<file path="src/rtl/sdram_seq_pkg.sv">
package sdram_seq_pkg;

  localparam int BANKS  = 4;
  localparam int BANK_W = 2;

  // Host op codes
  localparam logic [2:0] OP_ACT      = 3'd0;
  localparam logic [2:0] OP_READ     = 3'd1;
  localparam logic [2:0] OP_WRITE    = 3'd2;
  localparam logic [2:0] OP_PRECH    = 3'd3;
  localparam logic [2:0] OP_REFRESH  = 3'd4;
  localparam logic [2:0] OP_LOADMODE = 3'd5;

  // Pin encodings {csN, rasN, casN, weN}
  localparam logic [3:0] PIN_NOP      = 4'b0111;
  localparam logic [3:0] PIN_ACT      = 4'b0011;
  localparam logic [3:0] PIN_READ     = 4'b0101;
  localparam logic [3:0] PIN_WRITE    = 4'b0100;
  localparam logic [3:0] PIN_PRECH    = 4'b0010;
  localparam logic [3:0] PIN_REFRESH  = 4'b0001;
  localparam logic [3:0] PIN_LOADMODE = 4'b0000;

  // Strobes from control to the timer datapath, valid in the issue cycle
  typedef struct packed {
    logic              act;
    logic              colRd;
    logic              colWr;
    logic              prech;
    logic              all;
    logic              refresh;
    logic              loadMode;
    logic              autoPre;
    logic [BANK_W-1:0] bank;
  } seqStrobe_t;

endpackage

</file>
<file path="src/rtl/seq_bank_timers.sv">
module seq_bank_timers
  import sdram_seq_pkg::*;
#(
  parameter int T_RCD  = 2,
  parameter int T_RAS  = 4,
  parameter int T_RC   = 6,
  parameter int T_RP   = 2,
  parameter int T_WR   = 2,
  parameter int T_RRD  = 2,
  parameter int T_RFC  = 7,
  parameter int T_MRD  = 2,
  parameter int T_REFI = 1560
) (
  input  logic             clk,
  input  logic             rstN,
  input  seqStrobe_t       strobe,
  output logic [BANKS-1:0] bankOpen,
  output logic [BANKS-1:0] colOk,
  output logic [BANKS-1:0] rasDone,
  output logic [BANKS-1:0] preOk,
  output logic [BANKS-1:0] rpDone,
  output logic [BANKS-1:0] rcDone,
  output logic             rrdOk,
  output logic             quietOk,
  output logic             refDue
);

  localparam int TSUM  = T_RCD + T_RAS + T_RC + T_RP + T_WR + T_RRD + T_RFC + T_MRD;
  localparam int CNT_W = $clog2(TSUM + 1);
  localparam int REF_W = $clog2(T_REFI + 1);

  logic anyCmd;
  assign anyCmd = strobe.act | strobe.colRd | strobe.colWr | strobe.prech |
                  strobe.refresh | strobe.loadMode;

  // Per-bank timers
  for (genvar b = 0; b < BANKS; b++) begin : g_bank
    logic [CNT_W-1:0] rcdCnt, rasCnt, rcCnt, rpCnt, wrCnt;
    logic             open;
    logic             hit, colHit, preHit, closeNow;
    logic [CNT_W-1:0] rpLoad;

    assign hit      = (strobe.bank == BANK_W'(b));
    assign colHit   = (strobe.colRd | strobe.colWr) & hit;
    assign preHit   = strobe.prech & (strobe.all | hit);
    assign closeNow = open & (preHit | (colHit & strobe.autoPre));
    assign rpLoad   = (strobe.colWr & hit & strobe.autoPre) ? CNT_W'(T_WR + T_RP - 1)
                                                            : CNT_W'(T_RP - 1);

    always_ff @(posedge clk) begin
      if (!rstN) begin
        rcdCnt <= '0;
        rasCnt <= '0;
        rcCnt  <= '0;
        rpCnt  <= '0;
        wrCnt  <= '0;
        open   <= 1'b0;
      end else begin
        if (strobe.act && hit) begin
          rcdCnt <= CNT_W'(T_RCD - 1);
          rasCnt <= CNT_W'(T_RAS - 1);
          rcCnt  <= CNT_W'(T_RC - 1);
          open   <= 1'b1;
        end else begin
          if (rcdCnt != '0) rcdCnt <= rcdCnt - 1'b1;
          if (rasCnt != '0) rasCnt <= rasCnt - 1'b1;
          if (rcCnt  != '0) rcCnt  <= rcCnt - 1'b1;
          if (closeNow) open <= 1'b0;
        end
        if (closeNow)           rpCnt <= rpLoad;
        else if (rpCnt != '0)   rpCnt <= rpCnt - 1'b1;
        if (strobe.colWr && hit && !strobe.autoPre) wrCnt <= CNT_W'(T_WR - 1);
        else if (wrCnt != '0)                       wrCnt <= wrCnt - 1'b1;
      end
    end

    assign bankOpen[b] = open;
    assign colOk[b]    = (rcdCnt == '0);
    assign rasDone[b]  = (rasCnt == '0);
    assign preOk[b]    = (rasCnt == '0) && (wrCnt == '0);
    assign rpDone[b]   = (rpCnt == '0);
    assign rcDone[b]   = (rcCnt == '0);

    AST_ACT_ON_IDLE_BANK: assert property (@(posedge clk) disable iff (!rstN)
      (strobe.act && hit) |-> (!open && rpCnt == '0 && rcCnt == '0));
    AST_COL_AFTER_RCD: assert property (@(posedge clk) disable iff (!rstN)
      colHit |-> (open && rcdCnt == '0));
    AST_PRE_AFTER_RAS_WR: assert property (@(posedge clk) disable iff (!rstN)
      (preHit && open) |-> (rasCnt == '0 && wrCnt == '0));
  end

  // Global timers: bank-to-bank activate spacing and post-refresh/mode quiet time
  logic [CNT_W-1:0] rrdCnt, quietCnt;
  logic [REF_W-1:0] refCnt;

  always_ff @(posedge clk) begin
    if (!rstN) begin
      rrdCnt   <= '0;
      quietCnt <= '0;
      refCnt   <= REF_W'(T_REFI - 1);
    end else begin
      if (strobe.act)          rrdCnt <= CNT_W'(T_RRD - 1);
      else if (rrdCnt != '0)   rrdCnt <= rrdCnt - 1'b1;
      if (strobe.refresh)       quietCnt <= CNT_W'(T_RFC - 1);
      else if (strobe.loadMode) quietCnt <= CNT_W'(T_MRD - 1);
      else if (quietCnt != '0)  quietCnt <= quietCnt - 1'b1;
      if (refCnt == '0) refCnt <= REF_W'(T_REFI - 1);
      else              refCnt <= refCnt - 1'b1;
    end
  end

  assign rrdOk   = (rrdCnt == '0);
  assign quietOk = (quietCnt == '0);
  assign refDue  = (refCnt == '0);

  AST_QUIET_AFTER_REF_MRS: assert property (@(posedge clk) disable iff (!rstN)
    anyCmd |-> (quietCnt == '0));
  AST_ACT_SPACING: assert property (@(posedge clk) disable iff (!rstN)
    strobe.act |-> (rrdCnt == '0));

endmodule

</file>
<file path="src/rtl/seq_ctrl.sv">
module seq_ctrl
  import sdram_seq_pkg::*;
#(
  parameter int ADDR_W    = 12,
  parameter int AP_BIT    = 10,
  parameter int REF_BOUND = 24
) (
  input  logic              clk,
  input  logic              rstN,
  input  logic              reqValid,
  output logic              reqReady,
  input  logic [2:0]        reqOp,
  input  logic [BANK_W-1:0] reqBank,
  input  logic [ADDR_W-1:0] reqAddr,
  input  logic [BANKS-1:0]  bankOpen,
  input  logic [BANKS-1:0]  colOk,
  input  logic [BANKS-1:0]  rasDone,
  input  logic [BANKS-1:0]  preOk,
  input  logic [BANKS-1:0]  rpDone,
  input  logic [BANKS-1:0]  rcDone,
  input  logic              rrdOk,
  input  logic              quietOk,
  input  logic              refDue,
  output seqStrobe_t        strobe,
  output logic [3:0]        cmdPins,
  output logic [BANK_W-1:0] pinBa,
  output logic [ADDR_W-1:0] pinAddr
);

  localparam int AGE_W = $clog2(REF_BOUND + 2);

  logic              refPending;
  logic              illegal, timingOk, hostGo, apBit;
  logic [3:0]        nextPins;
  logic [BANK_W-1:0] nextBa;
  logic [ADDR_W-1:0] nextAddr;
  logic [AGE_W-1:0]  pendAge;

  assign apBit = reqAddr[AP_BIT];

  // Legality and timing of the offered host request
  always_comb begin
    illegal  = 1'b0;
    timingOk = 1'b0;
    case (reqOp)
      OP_ACT: begin
        illegal  = bankOpen[reqBank];
        timingOk = rcDone[reqBank] && rpDone[reqBank] && rrdOk;
      end
      OP_READ, OP_WRITE: begin
        illegal  = !bankOpen[reqBank];
        timingOk = colOk[reqBank] && (!apBit || rasDone[reqBank]);
      end
      OP_PRECH: timingOk = apBit ? (&preOk) : preOk[reqBank];
      OP_REFRESH, OP_LOADMODE: begin
        illegal  = |bankOpen;
        timingOk = &rpDone;
      end
      default: illegal = 1'b1;
    endcase
    hostGo   = reqValid && !refPending && (illegal || (timingOk && quietOk));
    reqReady = hostGo;
  end

  // Command selection: refresh sequence first, then the host
  always_comb begin
    strobe   = '0;
    nextPins = PIN_NOP;
    nextBa   = '0;
    nextAddr = '0;
    if (refPending) begin
      if (|bankOpen) begin
        if ((&preOk) && quietOk) begin
          strobe.prech     = 1'b1;
          strobe.all       = 1'b1;
          nextPins         = PIN_PRECH;
          nextAddr[AP_BIT] = 1'b1;
        end
      end else if ((&rpDone) && quietOk) begin
        strobe.refresh = 1'b1;
        nextPins       = PIN_REFRESH;
      end
    end else if (hostGo && !illegal) begin
      strobe.bank    = reqBank;
      strobe.autoPre = apBit;
      nextBa         = reqBank;
      nextAddr       = reqAddr;
      case (reqOp)
        OP_ACT:   begin strobe.act   = 1'b1; nextPins = PIN_ACT;   end
        OP_READ:  begin strobe.colRd = 1'b1; nextPins = PIN_READ;  end
        OP_WRITE: begin strobe.colWr = 1'b1; nextPins = PIN_WRITE; end
        OP_PRECH: begin
          strobe.prech = 1'b1;
          strobe.all   = apBit;
          nextPins     = PIN_PRECH;
        end
        OP_REFRESH: begin
          strobe.refresh = 1'b1;
          nextPins       = PIN_REFRESH;
          nextBa         = '0;
          nextAddr       = '0;
        end
        OP_LOADMODE: begin strobe.loadMode = 1'b1; nextPins = PIN_LOADMODE; end
        default: ;
      endcase
    end
  end

  always_ff @(posedge clk) begin
    if (!rstN) begin
      refPending <= 1'b0;
      cmdPins    <= PIN_NOP;
      pinBa      <= '0;
      pinAddr    <= '0;
      pendAge    <= '0;
    end else begin
      if (refDue)                            refPending <= 1'b1;
      else if (refPending && strobe.refresh) refPending <= 1'b0;
      cmdPins <= nextPins;
      pinBa   <= nextBa;
      pinAddr <= nextAddr;
      if (!refPending)                       pendAge <= '0;
      else if (pendAge != AGE_W'(REF_BOUND + 1)) pendAge <= pendAge + 1'b1;
    end
  end

  AST_ONE_COMMAND: assert property (@(posedge clk) disable iff (!rstN)
    $onehot0({strobe.act, strobe.colRd, strobe.colWr, strobe.prech,
              strobe.refresh, strobe.loadMode}));
  AST_NOP_WHEN_IDLE: assert property (@(posedge clk) disable iff (!rstN)
    !(strobe.act | strobe.colRd | strobe.colWr | strobe.prech |
      strobe.refresh | strobe.loadMode) |=> (cmdPins == PIN_NOP));
  AST_REF_ALL_IDLE: assert property (@(posedge clk) disable iff (!rstN)
    (strobe.refresh || strobe.loadMode) |-> (bankOpen == '0 && (&rpDone)));
  AST_REFRESH_BOUNDED: assert property (@(posedge clk) disable iff (!rstN)
    pendAge <= AGE_W'(REF_BOUND));

endmodule

</file>
<file path="src/rtl/sdram_cmd_seq.sv">
module sdram_cmd_seq
  import sdram_seq_pkg::*;
#(
  parameter int ADDR_W = 12,
  parameter int AP_BIT = 10,
  parameter int T_RCD  = 2,
  parameter int T_RAS  = 4,
  parameter int T_RC   = 6,
  parameter int T_RP   = 2,
  parameter int T_WR   = 2,
  parameter int T_RRD  = 2,
  parameter int T_RFC  = 7,
  parameter int T_MRD  = 2,
  parameter int T_REFI = 1560
) (
  input  logic              clk,
  input  logic              rstN,
  input  logic              reqValid,
  output logic              reqReady,
  input  logic [2:0]        reqOp,
  input  logic [1:0]        reqBank,
  input  logic [ADDR_W-1:0] reqAddr,
  output logic              sdCsN,
  output logic              sdRasN,
  output logic              sdCasN,
  output logic              sdWeN,
  output logic [1:0]        sdBa,
  output logic [ADDR_W-1:0] sdAddr
);

  localparam int REF_BOUND = T_RFC + T_MRD + T_RAS + T_WR + T_RP + 4;

  seqStrobe_t       strobe;
  logic [BANKS-1:0] bankOpen, colOk, rasDone, preOk, rpDone, rcDone;
  logic             rrdOk, quietOk, refDue;
  logic [3:0]       cmdPins;

  seq_ctrl #(
    .ADDR_W(ADDR_W), .AP_BIT(AP_BIT), .REF_BOUND(REF_BOUND)
  ) u_ctrl (
    .clk(clk), .rstN(rstN),
    .reqValid(reqValid), .reqReady(reqReady), .reqOp(reqOp),
    .reqBank(reqBank), .reqAddr(reqAddr),
    .bankOpen(bankOpen), .colOk(colOk), .rasDone(rasDone), .preOk(preOk),
    .rpDone(rpDone), .rcDone(rcDone), .rrdOk(rrdOk), .quietOk(quietOk),
    .refDue(refDue), .strobe(strobe),
    .cmdPins(cmdPins), .pinBa(sdBa), .pinAddr(sdAddr)
  );

  seq_bank_timers #(
    .T_RCD(T_RCD), .T_RAS(T_RAS), .T_RC(T_RC), .T_RP(T_RP), .T_WR(T_WR),
    .T_RRD(T_RRD), .T_RFC(T_RFC), .T_MRD(T_MRD), .T_REFI(T_REFI)
  ) u_timers (
    .clk(clk), .rstN(rstN), .strobe(strobe),
    .bankOpen(bankOpen), .colOk(colOk), .rasDone(rasDone), .preOk(preOk),
    .rpDone(rpDone), .rcDone(rcDone), .rrdOk(rrdOk), .quietOk(quietOk),
    .refDue(refDue)
  );

  assign {sdCsN, sdRasN, sdCasN, sdWeN} = cmdPins;

endmodule

</file>
<file path="config.mk">
export PLATFORM = sky130hd
export DESIGN_NAME = sdram_cmd_seq
export DESIGN_NICKNAME = d
export VERILOG_FILES = /design/src/rtl/sdram_seq_pkg.sv /design/src/rtl/seq_bank_timers.sv /design/src/rtl/seq_ctrl.sv /design/src/rtl/sdram_cmd_seq.sv
export SDC_FILE = /design/constraint.sdc
export NUM_CORES = 1
export LEC_CHECK = 0
export ABC_CLOCK_PERIOD_IN_PS = 6000
export CORE_MARGIN = 4
export CORE_UTILIZATION = 40
export DETAILED_ROUTE_END_ITERATION = 8
export GPL_TIMING_DRIVEN = 0
export PLACE_DENSITY_LB_ADDON = 0.1
export SYNTH_ARGS = -nofsm -noshare
export SYNTH_HDL_FRONTEND = slang
export SYNTH_HIERARCHICAL = 1
export SYNTH_SLANG_ARGS = --single-unit
</file>
<file path="constraint.sdc">
create_clock -name clk -period 6 [get_ports clk]
set_input_delay 1.2 -clock clk [delete_from_list [all_inputs] [get_ports clk]]
set_output_delay 1.2 -clock clk [all_outputs]
set_load 0.1 [all_outputs]
</file>
==> out/metrics.cfg, run 1 <==
[final_layout]
area_delta_synth_final_pct = 17.5
multi_input_area_um2 = 3800
final_cell_mix = 143 x dfxtp_1, 89 x nor2_1, 68 x inv_1
seqCellArea_um2 = 2860
nNetsFinal = 885
fill_cells = 1602
n_antenna_cell = 0
final_cells = 1070
drive_gt1_frac = 0.0852
final_common_cell = dfxtp_1
postLayoutCoreUtil = 0.480

[routing]
finalWirelength_um = 15600
drc = 0
wire_per_inst_um = 14.6
first_pass_iters = 4
detail-route-antenna-nets = 0
drtIter0Drc = 330
vias = 5436
via_per_inst = 5.08

[global_route]
antenna_found_initial = 0
grt_pass1_wl_um = 26700
track_usage = 0.166
grt_pass1_vias = 5461
grt.overflow.total = 0
grt_max_degree = 17

[logic_synthesis]
ys_ff_latch = 143
ys.flop_type = dfxtp_1
avgSynthCellArea_um2 = 9.07
synth_mux_area_frac = 0.0241
synth.net_count = 831
synth_compound_area_frac = 0.109
synth-simple-area-share = 0.254
yosysWarningCount = 6
synth-edff-count = 0
synth-async-reset-ratio = 0
synth_cell_type_count = 66
ys_seq_area_frac = 0.405
synth_area_um2 = 7070
synth-xor-area-share = 0.0930
synthCells = 779
synth_top_family_by_area = simple AND/OR/NAND/NOR gates
synthAdderAreaFrac = 0.0567

[placed_design]
place_inst = 1039
io_buffers = 35
place_congestion = 0.876
post-dp-hpwl_um = 11600

[cts]
cts-root-buf = clkbuf_16
cts_buffers = 17
cts_setup_buffers = 0
cts_tree = yes
htreeDepth = 4
cts.sinks = 143
ctsHoldBuffers = 0
clockBufferDepth = 2
clk_pin_slew_worst_paths_ns = 0.06
insertion_delay_ns = 0.42
postCtsResizedCells = 0

[critical_path]
worstSetupStartpointType = input pin
critPathKind = input pin to output port
critPathCaptureType = output port
cp.arrival_ns = 4.39
path_max_fanout = 9
cp.required_ns = 4.80

[run_status]
outcome = finished clean

[timing]
final.setup_skew_ns = 0.00741
rsz0062_at_grt = false
slew_violations = 0
worst_slew_pin_slew_ns = 1.02
clock.fmax_ghz = 0.179
relSlewSlack = 0.319
fin_setup_tns_ns = 0
min_period_over_period = 0.931
period_needed_ns = 5.59
report.final.hold_viol_count = 0
setup_viol = 0

[hold_path]
hold_class = flop to flop

[floorplanning]
ios = 39
die_w_um = 141
die_y_um = 141
num_rows = 48
die_area_um2 = 19900
initial_utilization = 0.409
core_area_um2 = 17300

[power]
p_per_area_nw_per_um2 = 534
total_power_uw = 4430
ir_drop_mv = 0.238
p_leak_uw = 0.00332

[run]
maxCapViolations = 0

Yosys cell counts (all sizes together), types with 7 or more instances:
library cell / number / area (µm²)
dfxtp: 143 / 2860
nor2: 90 / 345
inv: 68 / 255
xnor2: 62 / 543
nand2: 59 / 221
nor3: 47 / 235
ha: 32 / 400
a21boi: 20 / 150
o21ai: 19 / 95.1
a21oi: 17 / 85.1
buf: 17 / 111
and4: 15 / 131
a211oi: 14 / 118
o21a: 14 / 105
nand3: 13 / 70.1
nor2b: 13 / 81.3
xor2: 13 / 114
clkbuf: 10 / 37.5
nand2b: 10 / 62.6
nor4b: 10 / 229
and2: 9 / 56.3
nor4: 9 / 71.3
or3: 8 / 50.1
nand3b: 7 / 52.6
o31ai: 7 / 52.6
path summary, 6_finish.rpt:
| path | start | end | slack (ns) | cells past startpoint |
|---|---|---|---|---|
| worst max-delay path | reqOp[2] | reqReady | 0.41 | 7 |
| worst min-delay path | u_timers/g_bank[2].rasCnt[4]$_SDFFE_PP0N_ | u_timers/g_bank[2].rasCnt[4]$_SDFFE_PP0N_ | 0.43 | 2 |
| worst max register to register | u_timers/rrdCnt[0]$_SDFFE_PN0P_ | u_timers/g_bank[1].rcCnt[3]$_SDFFE_PP0N_ | 1.64 | 17 |
| worst min register to register | u_timers/g_bank[2].rasCnt[4]$_SDFFE_PP0N_ | u_timers/g_bank[2].rasCnt[4]$_SDFFE_PP0N_ | 0.43 | 2 |
metrics by stage:
stage | worst slack, ns | area, µm² | hold slack, ns
after floorplan | 0.998 | 7070 | 0.394
after global placement | 0.431 | 7700 | 0.413
after detailed placement | 0.438 | 7700 | 0.413
after CTS | 0.426 | 8300 | 0.427
after global routing | 0.242 | 8300 | 0.434
final | 0.413 | 8300 | 0.426
where the power goes:
| group | internal [µW] | leakage [µW] | switching [µW] |
|---|---|---|---|
| clock | 665 | 0.000282 | 416 |
| combinational | 920 | 0.00187 | 949 |
| sequential | 1240 | 0.00118 | 241 |
| total | 2830 | 0.00332 | 1610 |
flip-flops by register name, indices dropped and copies added (netlist names):
name / flops
u_ctrl/cmdPins: 3
u_timers/rrdCnt: 5
u_timers/g_bank.wrCnt: 20
u_ctrl/pinBa: 2
u_timers/refCnt: 11
u_timers/g_bank.rcdCnt: 20
u_timers/g_bank.rasCnt: 20
u_ctrl/refPending: 1
u_timers/g_bank.rcCnt: 20
u_timers/g_bank.open: 4
u_ctrl/pinAddr: 12
u_timers/g_bank.rpCnt: 20
u_timers/quietCnt: 5
kinds of logic after synthesis:
kind of cell,count (synthesis)
compound gates,109
xor+xnor,75
fa+ha+maj,32
buf+inv,95
flops,143
mux,11
other cells,1
simple gates,313
worst max-delay path, cell delays in order:
cell             delay [ns]
clkdlybuf4s50_1        0.55
or4b_1                 0.59
a211oi_1               0.21
o31ai_1                0.22
and2_1                 0.29
a21oi_1                0.14
clkdlybuf4s50_1        1.18
metal layers:
| layer | wire length (µm) | track usage | part of all wire |
|---|---|---|---|
| met5 | 0 | 0 | 0 |
| met4 | 161 | 0.0464 | 0.010 |
| met3 | 588 | 0.0414 | 0.038 |
| met2 | 7300 | 0.267 | 0.47 |
| met1 | 7550 | 0.221 | 0.48 |
layout make-up:
type,count,area share
Multi-Input combinational cell,541,0.458
Inverter,68,0.0307
Clock inverter,12,0.0193
Buffer,27,0.0179
Clock buffer,19,0.0534
Timing Repair Buffer,35,0.0422
Sequential cell,143,0.345
Tap cell,225,0.0339
Note: power is estimated with default switching activity, not from simulation.
==> run 2: changes to the inputs <==
Settings changed: CAP_MARGIN set to 15, CORE_UTILIZATION 40 to 23, CTS_BUF_LIST set to sky130_fd_sc_hd__clkbuf_8.
==> out/metrics.cfg, run 2 (same netlist as run 1, synthesis figures left out) <==
[power]
p_leak_uw = 0.00324  ; -2.5%
p_per_area_nw_per_um2 = 495  ; -7.2%
total_power_uw = 4110  ; -7.3%
ir_drop_mv = 0.180  ; -24%

[floorplanning]
core_area_um2 = 30000  ; +73%
die_w_um = 183  ; +30%
num_rows = 63  ; +31%
ios = 39  ; unchanged
die_y_um = 183  ; +30%
initial_utilization = 0.236  ; -0.173
die_area_um2 = 33600  ; +69%

[placed_design]
post-dp-hpwl_um = 12600  ; +8.4%
io_buffers = 35  ; unchanged
place_area_um2 = 7910  ; +2.7%
place_congestion = 0.771  ; -12%

[critical_path]
cp_slowest_cell = clkdlybuf4s50_1
crit_family = buffers and inverters
critPathCaptureType = output port
path_max_fanout = 9  ; unchanged
cp-startpoint = reqOp[2]
crit_chain = clkdlybuf4s50_1 -> or4b_1 -> a211oi_1 -> o31ai_1 -> and2_1 -> a21oi_1 -> clkdlybuf4s50_1
critical_path.max_stage_delay_ns = 1.17  ; about the same
reg2reg_from = u_timers/rrdCnt[0]$_SDFFE_PN0P_
worstSetupStartpointType = input pin
rr_worst_depth = 17  ; unchanged
cp.depth = 7  ; unchanged
rrSetupSlack_ns = 1.56  ; -0.08 ns
cp.arrival_ns = 4.40  ; about the same
r2r-end = u_timers/g_bank[1].rcCnt[3]$_SDFFE_PP0N_
endpoint = reqReady
cp.required_ns = 4.80  ; about the same
critPathKind = input pin to output port
crit_buf_inv = 2  ; unchanged
crit_path_frequent_cell = clkdlybuf4s50_1

[timing]
period_needed_ns = 5.60  ; +0.0154 ns
report.final.hold_viol_count = 0  ; unchanged
min_period_over_period = 0.934  ; +0.00257
relSlewSlack = 0.335  ; +0.0164
worst_slew_pin_slew_ns = 0.994  ; -0.0246 ns
rsz0062_at_grt = false
setup_viol = 0  ; unchanged
clock.fmax_ghz = 0.178  ; -0.27%
fin_setup_tns_ns = 0  ; unchanged
slew_violations = 0  ; unchanged
final.setup_skew_ns = 0.0187  ; +0.0113 ns

[global_route]
track_usage = 0.107  ; -0.0583
grt_max_degree = 17  ; unchanged
grt_util_met3 = 0.0305  ; -0.0108
grt_pass1_wl_um = 28600  ; +7.2%
grt_pass1_vias = 5380  ; -1.5%
antenna_found_initial = 1  ; +1
grtUsageMet2 = 0.167  ; -0.100
grt.overflow.total = 0  ; unchanged
top_usage_layer = met2
use_met1 = 0.146  ; -0.0752

[final_layout]
nNetsFinal = 885  ; unchanged
drive_gt1_frac = 0.0875  ; +0.00226
seqCellArea_um2 = 2860  ; unchanged
final_cell_mix = 143 x dfxtp_1, 89 x nor2_1, 68 x inv_1
postLayoutCoreUtil = 0.277  ; -0.203
multi_input_area_um2 = 3800  ; unchanged
fill_cells = 3280  ; +100%
area_delta_synth_final_pct = 17.4  ; about the same
final_common_cell = dfxtp_1
final_area_um2 = 8300  ; about the same

[routing]
drc = 0  ; unchanged
vias = 5326  ; -2.0%
drtIter0Drc = 264  ; -20%
detail-route-antenna-nets = 0  ; unchanged
via_per_inst = 4.31  ; -15%
wire_per_inst_um = 14.0  ; -3.8%
first_pass_iters = 4  ; unchanged
finalWirelength_um = 17300  ; +11%

[hold_path]
hold_start = u_timers/g_bank[3].rasCnt[4]$_SDFFE_PP0N_
hold_class = flop to flop

[run_status]
outcome = finished clean

[cts]
ctsHoldBuffers = 0  ; unchanged
cts_setup_buffers = 0  ; unchanged
insertion_delay_ns = 0.46  ; +0.04 ns
cts.sinks = 143  ; unchanged
cts-root-buf = clkbuf_8
htreeDepth = 4  ; unchanged
clockBufferDepth = 2  ; unchanged
cts_tree = yes
clk_pin_slew_worst_paths_ns = 0.08  ; +0.02 ns
postCtsResizedCells = 0  ; unchanged
cts_buffers = 17  ; unchanged

[run]
maxCapViolations = 0  ; unchanged

[run 2: cell types whose count changed in the layout (fill, tap and decap cells not counted), sizes merged]
cell      delta
bufinv       -2
clkinv       +2
clkinvlp     -3
diode        +1
inv          +4
[run 2: area by class of cell]
type / count / share of cell area
clock inverter: 13 / 0.0152
multi-input combinational: 541 / 0.458
tap: 390 / 0.0588
buffer: 27 / 0.0179
inverter: 68 / 0.0308
antenna: 1 / 0.000302
timing repair buffer: 35 / 0.0422
clock buffer: 19 / 0.0315
sequential: 143 / 0.345
[run 2: worst min path at each step]
stage                                                            to  slack (ns)  cells past startpoint
final                     u_timers/g_bank[3].rasCnt[4]$_SDFFE_PP0N_        0.43                      2
after global routing      u_timers/g_bank[3].rasCnt[4]$_SDFFE_PP0N_        0.46                      2
after CTS                 u_timers/g_bank[3].rasCnt[4]$_SDFFE_PP0N_        0.43                      2
after detailed placement  u_timers/g_bank[3].rasCnt[4]$_SDFFE_PP0N_        0.42                      2
after global placement    u_timers/g_bank[3].rasCnt[4]$_SDFFE_PP0N_        0.42                      2
after floorplan                       u_timers/refCnt[0]$_SDFF_PP1_        0.39                      1
[run 2: per-stage QoR]
stage / instances / hold slack, ns / setup slack [ns]
floorplan: 779 / 0.394 / 0.998
global placement: 1204 / 0.417 / 0.295
detailed placement: 1204 / 0.422 / 0.368
CTS: 1236 / 0.434 / 0.351
global route: 1236 / 0.458 / 0.215
finish: 1237 / 0.432 / 0.397
[run 2: worst reg2reg max path: cells and delay by family, from the launching register on]
kind	cells	cell delay, ns
and+or+nand+nor	7	1.96
AOI/OAI and AO/OA	3	0.98
buffers and inverters	6	0.84
DFF	1	0.32
adders and majority gates	1	0.18
[run 2: metal layers]
layer | up-vias | wire length [µm]
met5 | - | 13
met4 | 2 | 166
met3 | 10 | 681
met2 | 62 | 7600
met1 | 2489 | 8880
li1 | 2763 | -
[run 2: report_power, final]
| group | switching [µW] | internal (µW) |
|---|---|---|
| Sequential | 238 | 1240 |
| Combinational | 939 | 919 |
| Clock | 415 | 358 |
==> run 3: changes to the inputs <==
Settings changed: CORE_MARGIN 4 to 1.5, DONT_BUFFER_PORTS set to 1.
==> out/metrics.cfg, run 3 (same netlist as run 1, synthesis figures left out) <==
[cts]
cts_tree = yes
cts_buffers = 17  ; unchanged
insertion_delay_ns = 0.45  ; about the same
ctsHoldBuffers = 0  ; unchanged
cts.sinks = 143  ; unchanged
htreeDepth = 4  ; unchanged
clockBufferDepth = 2  ; unchanged
clk_pin_slew_worst_paths_ns = 0.08  ; about the same
cts-root-buf = clkbuf_8
cts_setup_buffers = 0  ; unchanged
postCtsResizedCells = 0  ; unchanged

[floorplanning]
ios = 39  ; unchanged
num_rows = 63  ; unchanged
die_w_um = 178  ; -2.7%
die_area_um2 = 31800  ; -5.4%
initial_utilization = 0.236  ; unchanged
die_y_um = 178  ; -2.7%
core_area_um2 = 30000  ; unchanged

[global_route]
antenna_found_initial = 0  ; -1
grt_pass1_vias = 5096  ; -5.3%
track_usage = 0.111  ; +0.00415
grt_max_degree = 17  ; unchanged
grt_pass1_wl_um = 27300  ; -4.8%
grt.overflow.total = 0  ; unchanged

[routing]
drc = 0  ; unchanged
via_per_inst = 4.29  ; -0.38%
wire_per_inst_um = 13.8  ; -1.3%
detail-route-antenna-nets = 0  ; unchanged
vias = 5147  ; -3.4%
drtIter0Drc = 245  ; -7.2%
first_pass_iters = 4  ; unchanged
finalWirelength_um = 16600  ; -4.2%

[critical_path]
crit_family = compound AO/OA/AOI/OAI gates
path_max_fanout = 5  ; -4
crit_path_frequent_cell = inv_1
cp.arrival_ns = 3.96  ; -0.44 ns
cp.required_ns = 4.80  ; about the same
crit_chain = inv_1 -> ha_1 -> inv_1 -> or4_1 -> clkbuf_1 -> inv_1 -> or4b_1 -> a211oi_1 -> o31ai_1 -> and2_1 -> a21oi_2
critPathCaptureType = output port
critical_path.max_stage_delay_ns = 0.97  ; -0.20 ns
critPathKind = flop to output port
crit_buf_inv = 4  ; +2
cp_slowest_cell = a21oi_2
worstSetupStartpointType = flop

[power]
p_int_uw = 2550  ; +1.5%
p_clk_frac = 0.196  ; +0.008
combPwrFrac = 0.444  ; -0.008
p_switching_uw = 1560  ; -1.7%
seqPwrFrac = 0.360  ; about the same
p_per_area_nw_per_um2 = 517  ; +4.4%
p_leak_uw = 0.00311  ; -4.0%
swShare = 0.380  ; -0.00743
total_power_uw = 4120  ; +0.25%
ir_drop_mv = 0.161  ; -11%

[final_layout]
drive_gt1_frac = 0.0901  ; +0.00265
final_cell_mix = 143 x dfxtp_1, 89 x nor2_1, 69 x inv_1
postLayoutCoreUtil = 0.266  ; -0.0111
final_common_cell = dfxtp_1
n_antenna_cell = 0  ; -1
nNetsFinal = 850  ; -4.0%
area_delta_synth_final_pct = 12.7

[timing]
slew_violations = 0  ; unchanged
fin_setup_tns_ns = 0  ; unchanged
final.setup_skew_ns = 0.0148  ; -0.00387 ns
clock.fmax_ghz = 0.194  ; +8.5%
relSlewSlack = 0.183  ; -0.153
layout_setup_ws_ns = 0.838  ; +0.441 ns
rsz0062_at_grt = false
min_period_over_period = 0.860  ; -0.0735
setup_viol = 0  ; unchanged
period_needed_ns = 5.16  ; -0.441 ns
report.final.hold_viol_count = 0  ; unchanged
worst_slew_pin_slew_ns = 1.23  ; +0.233 ns

[placed_design]
pre_cts_slack_ns = 1.26  ; +0.894 ns
place_congestion = 0.759  ; -1.6%
post-dp-hpwl_um = 12100  ; -3.5%
io_buffers = 0  ; -100%

[hold_path]
hold_class = flop to flop

[run]
maxCapViolations = 0  ; unchanged

[run_status]
outcome = finished clean

[run 3: per-stage QoR]
stage	instance area, µm²	std cells	hold WS, ns
6_report	7960	1200	0.433
5_1_grt	7960	1200	0.455
4_1_cts	7960	1200	0.435
3_5_place_dp	7560	1169	0.421
3_3_place_gp	7550	1169	0.420
2_1_floorplan	7070	779	0.394
[run 3: worst paths after layout]
| check | startpoint | end | slack, ns | depth (start not counted) |
|---|---|---|---|---|
| worst min-delay path | u_timers/g_bank[2].rasCnt[4]$_SDFFE_PP0N_ | u_timers/g_bank[2].rasCnt[4]$_SDFFE_PP0N_ | 0.43 | 2 |
| worst max-delay path | u_timers/rrdCnt[0]$_SDFFE_PN0P_ | reqReady | 0.84 | 11 |
| worst max register to register | u_timers/rrdCnt[0]$_SDFFE_PN0P_ | u_timers/g_bank[1].rcCnt[3]$_SDFFE_PP0N_ | 1.56 | 17 |
| worst min register to register | u_timers/g_bank[2].rasCnt[4]$_SDFFE_PP0N_ | u_timers/g_bank[2].rasCnt[4]$_SDFFE_PP0N_ | 0.43 | 2 |
[run 3: cell type report]
cell class / instances / area, µm²
well taps: 390 / 488
clock buffers: 17 / 234
fillers: 3246 / 22000
multi-input cells: 541 / 3800
plain buffers: 27 / 149
clock inverters: 14 / 170
inverters: 68 / 255
flip-flops and latches: 143 / 2860
[run 3: power groups by stage]
stage,Combinational (µW),Clock [µW],Sequential [µW]
floorplan,1540,0,1460
global placement,1880,0,1520
detailed placement,1860,0,1510
CTS,1870,848,1490
global route,2100,889,1530
finish,1830,806,1480
[run 3: layer usage]
| layer | up-vias | global-route usage | part of all wire |
|---|---|---|---|
| li1 | 2689 | - | - |
| met1 | 2385 | 0.147 | 0.50 |
| met2 | 66 | 0.179 | 0.45 |
| met3 | 7 | 0.0305 | 0.044 |
| met4 | 0 | 0.0281 | 0.0085 |
| met5 | - | 0 | 0 |
[run 3: worst register-to-register path, stage by stage (launching register included)]
cell and delay (ns):
dfxtp_1 0.32, inv_1 0.08, ha_1 0.18, inv_1 0.06, or4_1 0.39, clkbuf_1 0.17
inv_1 0.07, or4b_1 0.49, a211oi_1 0.24, o31ai_1 0.25, a211oi_4 0.53, buf_6 0.21
and2_1 0.17, buf_2 0.25, nor2b_1 0.30, nand2_1 0.30, nand2_1 0.24, nor3_1 0.07
